File: config.mk
export PLATFORM = sky130hd
export DESIGN_NAME = bat_health_mon
export DESIGN_NICKNAME = d
export VERILOG_FILES = /design/src/rtl/bhm_pkg.sv /design/src/rtl/bhm_tick_ctr.sv /design/src/rtl/bhm_fsm.sv /design/src/rtl/bhm_verdict.sv /design/src/rtl/bat_health_mon.sv
export SDC_FILE = /design/constraint.sdc
export NUM_CORES = 1
export LEC_CHECK = 0
export ABC_AREA = 1
export CAP_MARGIN = 20
export CORE_UTILIZATION = 60
export CTS_CLUSTER_DIAMETER = 40
export DETAILED_ROUTE_END_ITERATION = 6
export DONT_BUFFER_PORTS = 1
export PLACE_DENSITY = 0.76
export SYNTH_ARGS = -nofsm -noshare
export SYNTH_HDL_FRONTEND = slang
export SYNTH_HIERARCHICAL = 1
export SYNTH_SLANG_ARGS = --single-unit
export TNS_END_PERCENT = 50
File: constraint.sdc
create_clock -name clk -period 2 [get_ports clk]
set_clock_uncertainty 0.1 [all_clocks]
set_input_delay 0.2 -clock clk [delete_from_list [all_inputs] [get_ports clk]]
set_output_delay 0.2 -clock clk [all_outputs]
set_load 0.02 [all_outputs]
File: src/rtl/bhm_pkg.sv
`timescale 1ns/1ps
package bhm_pkg;

    typedef enum logic [1:0] {
        ST_OFF  = 2'd0,
        ST_WAIT = 2'd1,
        ST_TEST = 2'd2
    } bhm_state_e;

    // width needed to count 0 .. n-1, never below one bit
    function automatic int ctr_width(input int n);
        return (n > 1) ? $clog2(n) : 1;
    endfunction

endpackage

File: src/rtl/bhm_tick_ctr.sv
`timescale 1ns/1ps
module bhm_tick_ctr #(
    parameter int LIMIT = 4
) (
    input  logic clk,
    input  logic rst_n,
    input  logic clr_i,
    input  logic step_i,
    output logic last_o
);
    localparam int W = bhm_pkg::ctr_width(LIMIT);
    localparam logic [W-1:0] LAST = W'(LIMIT - 1);

    logic [W-1:0] cnt_q;

    always_ff @(posedge clk) begin
        if (!rst_n || clr_i) begin
            cnt_q <= '0;
        end else if (step_i) begin
            if (cnt_q == LAST) cnt_q <= '0;
            else               cnt_q <= cnt_q + 1'b1;
        end
    end

    assign last_o = (cnt_q == LAST);
endmodule

File: src/rtl/bhm_fsm.sv
`timescale 1ns/1ps
module bhm_fsm
    import bhm_pkg::*;
(
    input  logic       clk,
    input  logic       rst_n,
    input  logic       run_i,
    input  logic       tick_i,
    input  logic       pend_i,
    input  logic       ivl_last_i,
    input  logic       pw_last_i,
    output bhm_state_e state_o,
    output logic       ivl_clr_o,
    output logic       ivl_step_o,
    output logic       pw_clr_o,
    output logic       pw_step_o,
    output logic       start_o,
    output logic       done_o,
    output logic       load_o
);
    bhm_state_e state_q, state_d;

    // next-state selection; losing run_i overrides everything
    always_comb begin
        state_d = state_q;
        unique case (state_q)
            ST_OFF: begin
                if (run_i) state_d = pend_i ? ST_TEST : ST_WAIT;
            end
            ST_WAIT: begin
                if (!run_i)                     state_d = ST_OFF;
                else if (pend_i)                state_d = ST_TEST;
                else if (tick_i && ivl_last_i)  state_d = ST_TEST;
            end
            ST_TEST: begin
                if (!run_i)                     state_d = ST_OFF;
                else if (tick_i && pw_last_i)   state_d = ST_WAIT;
            end
            default: state_d = ST_OFF;
        endcase
    end

    always_ff @(posedge clk) begin
        if (!rst_n) state_q <= ST_OFF;
        else        state_q <= state_d;
    end

    // outputs decoded from the current state
    always_comb begin
        ivl_clr_o  = 1'b1;
        ivl_step_o = 1'b0;
        pw_clr_o   = 1'b1;
        pw_step_o  = 1'b0;
        load_o     = 1'b0;
        done_o     = 1'b0;
        unique case (state_q)
            ST_OFF: begin
            end
            ST_WAIT: begin
                ivl_clr_o  = 1'b0;
                ivl_step_o = tick_i;
            end
            ST_TEST: begin
                pw_clr_o  = 1'b0;
                pw_step_o = tick_i;
                load_o    = 1'b1;
                done_o    = run_i && tick_i && pw_last_i;
            end
            default: begin
            end
        endcase
        start_o = (state_d == ST_TEST) && (state_q != ST_TEST);
    end

    assign state_o = state_q;
endmodule

File: src/rtl/bhm_verdict.sv
`timescale 1ns/1ps
module bhm_verdict (
    input  logic clk,
    input  logic rst_n,
    input  logic pwrup_i,
    input  logic start_i,
    input  logic testing_i,
    input  logic done_i,
    input  logic low_i,
    output logic pend_o,
    output logic warn_o
);
    logic pend_q;   // retest requested, not yet completed
    logic kind_q;   // running test was a power-up retest
    logic fail_q;   // a low reading has been seen in this test
    logic warn_q;
    logic verdict;

    assign verdict = fail_q | low_i;

    always_ff @(posedge clk) begin
        if (!rst_n) begin
            pend_q <= 1'b0;
            kind_q <= 1'b0;
            fail_q <= 1'b0;
            warn_q <= 1'b0;
        end else begin
            if (pwrup_i)               pend_q <= 1'b1;
            else if (done_i && kind_q) pend_q <= 1'b0;

            if (start_i) kind_q <= pend_q;

            if (testing_i && !done_i) fail_q <= verdict;
            else                      fail_q <= 1'b0;

            if (done_i) begin
                if (verdict)     warn_q <= 1'b1;
                else if (kind_q) warn_q <= 1'b0;
            end
        end
    end

    assign pend_o = pend_q;
    assign warn_o = warn_q;
endmodule

File: src/rtl/bat_health_mon.sv
`timescale 1ns/1ps
module bat_health_mon
    import bhm_pkg::*;
#(
    parameter int INTERVAL_TICKS = 86400,
    parameter int PULSE_TICKS    = 1
) (
    input  logic clk,
    input  logic rst_n,
    input  logic tick_i,
    input  logic run_i,
    input  logic pwrup_i,
    input  logic low_i,
    output logic load_en_o,
    output logic warn_pd_o
);
    bhm_state_e state;
    logic pend, ivl_last, pw_last;
    logic ivl_clr, ivl_step, pw_clr, pw_step;
    logic start, done, load;

    bhm_fsm u_fsm (
        .clk        (clk),
        .rst_n      (rst_n),
        .run_i      (run_i),
        .tick_i     (tick_i),
        .pend_i     (pend),
        .ivl_last_i (ivl_last),
        .pw_last_i  (pw_last),
        .state_o    (state),
        .ivl_clr_o  (ivl_clr),
        .ivl_step_o (ivl_step),
        .pw_clr_o   (pw_clr),
        .pw_step_o  (pw_step),
        .start_o    (start),
        .done_o     (done),
        .load_o     (load)
    );

    bhm_tick_ctr #(.LIMIT(INTERVAL_TICKS)) u_ivl_ctr (
        .clk    (clk),
        .rst_n  (rst_n),
        .clr_i  (ivl_clr),
        .step_i (ivl_step),
        .last_o (ivl_last)
    );

    bhm_tick_ctr #(.LIMIT(PULSE_TICKS)) u_pw_ctr (
        .clk    (clk),
        .rst_n  (rst_n),
        .clr_i  (pw_clr),
        .step_i (pw_step),
        .last_o (pw_last)
    );

    bhm_verdict u_verdict (
        .clk       (clk),
        .rst_n     (rst_n),
        .pwrup_i   (pwrup_i),
        .start_i   (start),
        .testing_i (state == ST_TEST),
        .done_i    (done),
        .low_i     (low_i),
        .pend_o    (pend),
        .warn_o    (warn_pd_o)
    );

    assign load_en_o = load;
endmodule

==> metrics.csv <==
metric,value,unit
status,completed,
Synth warnings,6,
PD cells,532,mW/mm²
clock buffer depth,2,
Slew Limit Fails,0,
combinational share of power,6.1,%
initial core utilization,64.2,%
boundary pin count,8,
"worst slack, placed",186,ps
final wirelength,2460,µm
Hold Path Class,input pin to flop,
critical path launch point type,flop,
Syn Area/Cell,7.00,µm²
synthesized cell area,0.00126,mm²
layout cell share with drive strength beyond 1,18.6,%
DR iter-0 viols,21,
WL per Instance,11.4,µm
cell row count,16,
core area,0.00196,mm²
setup bufs post-CTS,0,
critical path type,flop to flop,
HP Start,tick_i,
fin nets,196,
WP data required,2110,ps
Fin. Hold Viols,0,
Hold Path Sink,u_fsm/state_o[1]$_SDFF_PN0_,
worst-path fanout max,3,
worst-skew pair later-pin latency,310,ps
total CTS buffers,3,
Critical Path AT,2030,ps
routed vias,1050,
first-pass GRT wire length,3840,µm
CTS tree,yes,
"commonest non-fill, non-tap cell in the layout",nand2_1,
Setup TNS Final,0,ps
number of vias per cell,4.88,
unrepaired setup endpoints after global routing,no,
final setup margin,85.7,ps
H-tree depth,1,
Clock transition at path regs,130,ps
PortBufs,0,
Die Y,47.8,µm
max frequency,522,MHz
pin count of the biggest net entering global routing,14,
Mapped Cells,180,
Max Cap Violations,0,
most frequent cells in the layout,"35 x nand2_1, 27 x nor2_1, 26 x inv_1, 22 x dfxtp_1, 14 x nand3_1",
initial antenna violation count,0,
DIE AREA,0.00229,mm²
Final Cycle Share,95.7,%
leakage,0.506,nW
placed insts,206,
dpl hpwl,1810,µm
Die Width,47.8,µm
vias in the first global route,933,
Finished Layout Cells,215,
internal power,0.556,mW
drc violations,0,
critical path capture point type,flop,
Pre-antenna DRT Iters,4,
worst r2r src,u_fsm/state_o[1]$_SDFF_PN0_,
"Setup violations, final",0,
FF-to-FF End,u_verdict/pend_o$_SDFFE_PN0P_,
Hold Path Depth,3,
Switching Power,0.174,mW
ant diodes,0,
Syn Nets,187,
clk sink count,23,
Clk network pwr share,29.7,%
Final ANT Viol Nets,0,
routability cong.,0.847,
GRT Residual Overflow,0,
clock root buffer,clkbuf_4,
VDD IR max,0.451,mV
Seq pwr share,64.2,%
P&R area growth vs syn,8.84,%
sw frac,23.8,%
internal reg-to-reg setup slack,90,ps
worst r2r path cells,8,
fin crit period,1910,ps
GR Util All Layers,24.4,%
-- metrics by stage --
| step | hold WS [ps] | total power, mW | cell area (µm²) | utilization, % |
|---|---|---|---|---|
| after floorplan | 217 | 0.507 | 1260 | - |
| after global placement | 225 | 0.511 | 1290 | 65.6 |
| after detailed placement | 230 | 0.512 | 1290 | 65.6 |
| after CTS | 12.3 | 0.733 | 1360 | 69.5 |
| after global routing | 11.5 | 0.759 | 1370 | 69.9 |
| final | 20.2 | 0.730 | 1370 | 69.9 |
-- flip-flops by register name, indices dropped and copies added (netlist names) --
register	flops
u_verdict/warn_o	1
u_verdict/fail_q	1
u_ivl_ctr/cnt_q	17
u_verdict/pend_o	1
u_fsm/state_o	2
u_verdict/kind_q	1
-- routing by layer --
metal / up-vias / part of all wire, % / routed length (µm) / global-route usage (%)
li1: 565 / - / - / -
met1: 470 / 45 / 1110 / 29.1
met2: 13 / 51 / 1260 / 43.8
met3: 2 / 3.1 / 77 / 5.28
met4: 0 / 0.49 / 12 / 6.67
met5: - / 0 / 0 / 0
-- power groups by stage --
stage | registers [mW] | logic, mW | clock network, mW
after global routing | 0.470 | 0.0487 | 0.241
after global placement | 0.479 | 0.0322 | 0
after CTS | 0.469 | 0.0431 | 0.221
after floorplan | 0.478 | 0.0294 | 0
final | 0.469 | 0.0443 | 0.217
after detailed placement | 0.479 | 0.0335 | 0
-- how the worst max path moves through the flow --
stage / startpoint / endpoint / slack, ps
floorplan: u_ivl_ctr/cnt_q[0]$_SDFFE_PP0P_ / u_verdict/kind_q$_SDFFE_PN0P_ / 370
global placement: u_ivl_ctr/cnt_q[0]$_SDFFE_PP0P_ / u_verdict/kind_q$_SDFFE_PN0P_ / 240
detailed placement: u_ivl_ctr/cnt_q[0]$_SDFFE_PP0P_ / u_verdict/kind_q$_SDFFE_PN0P_ / 190
CTS: u_ivl_ctr/cnt_q[0]$_SDFFE_PP0P_ / u_verdict/kind_q$_SDFFE_PN0P_ / 150
global route: u_ivl_ctr/cnt_q[1]$_SDFFE_PP0P_ / u_verdict/kind_q$_SDFFE_PN0P_ / 30
finish: u_fsm/state_o[1]$_SDFF_PN0_ / u_verdict/pend_o$_SDFFE_PN0P_ / 90
-- worst max-delay path, stage by stage (launching register included) --
cell and delay, ps:
dfxtp_1 390, inv_2 60, nor2_4 180, nand3_2 100, inv_1 110, nand2_1 100, a21oi_1 170, nor2_1 60
dlygate4sd3_1 550
-- what timing repair did --
| action | in CTS | in global routing |
|---|---|---|
| gates resized for setup | 0 | 2 |
| hold buffers | 5 | 0 |
| endpoints found under the hold margin | 6 | 0 |
| endpoints found under the setup margin | 0 | 1 |
-- area by class of cell --
type / instances / area [µm²]
well taps: 27 / 33.8
repair buffers: 6 / 57.6
fillers: 195 / 591
clock buffers: 3 / 22.5
flip-flops and latches: 23 / 462
inverters: 30 / 113
multi-input cells: 125 / 678
clock inverters: 1 / 5.00
Power figures use the tool's default switching activity.
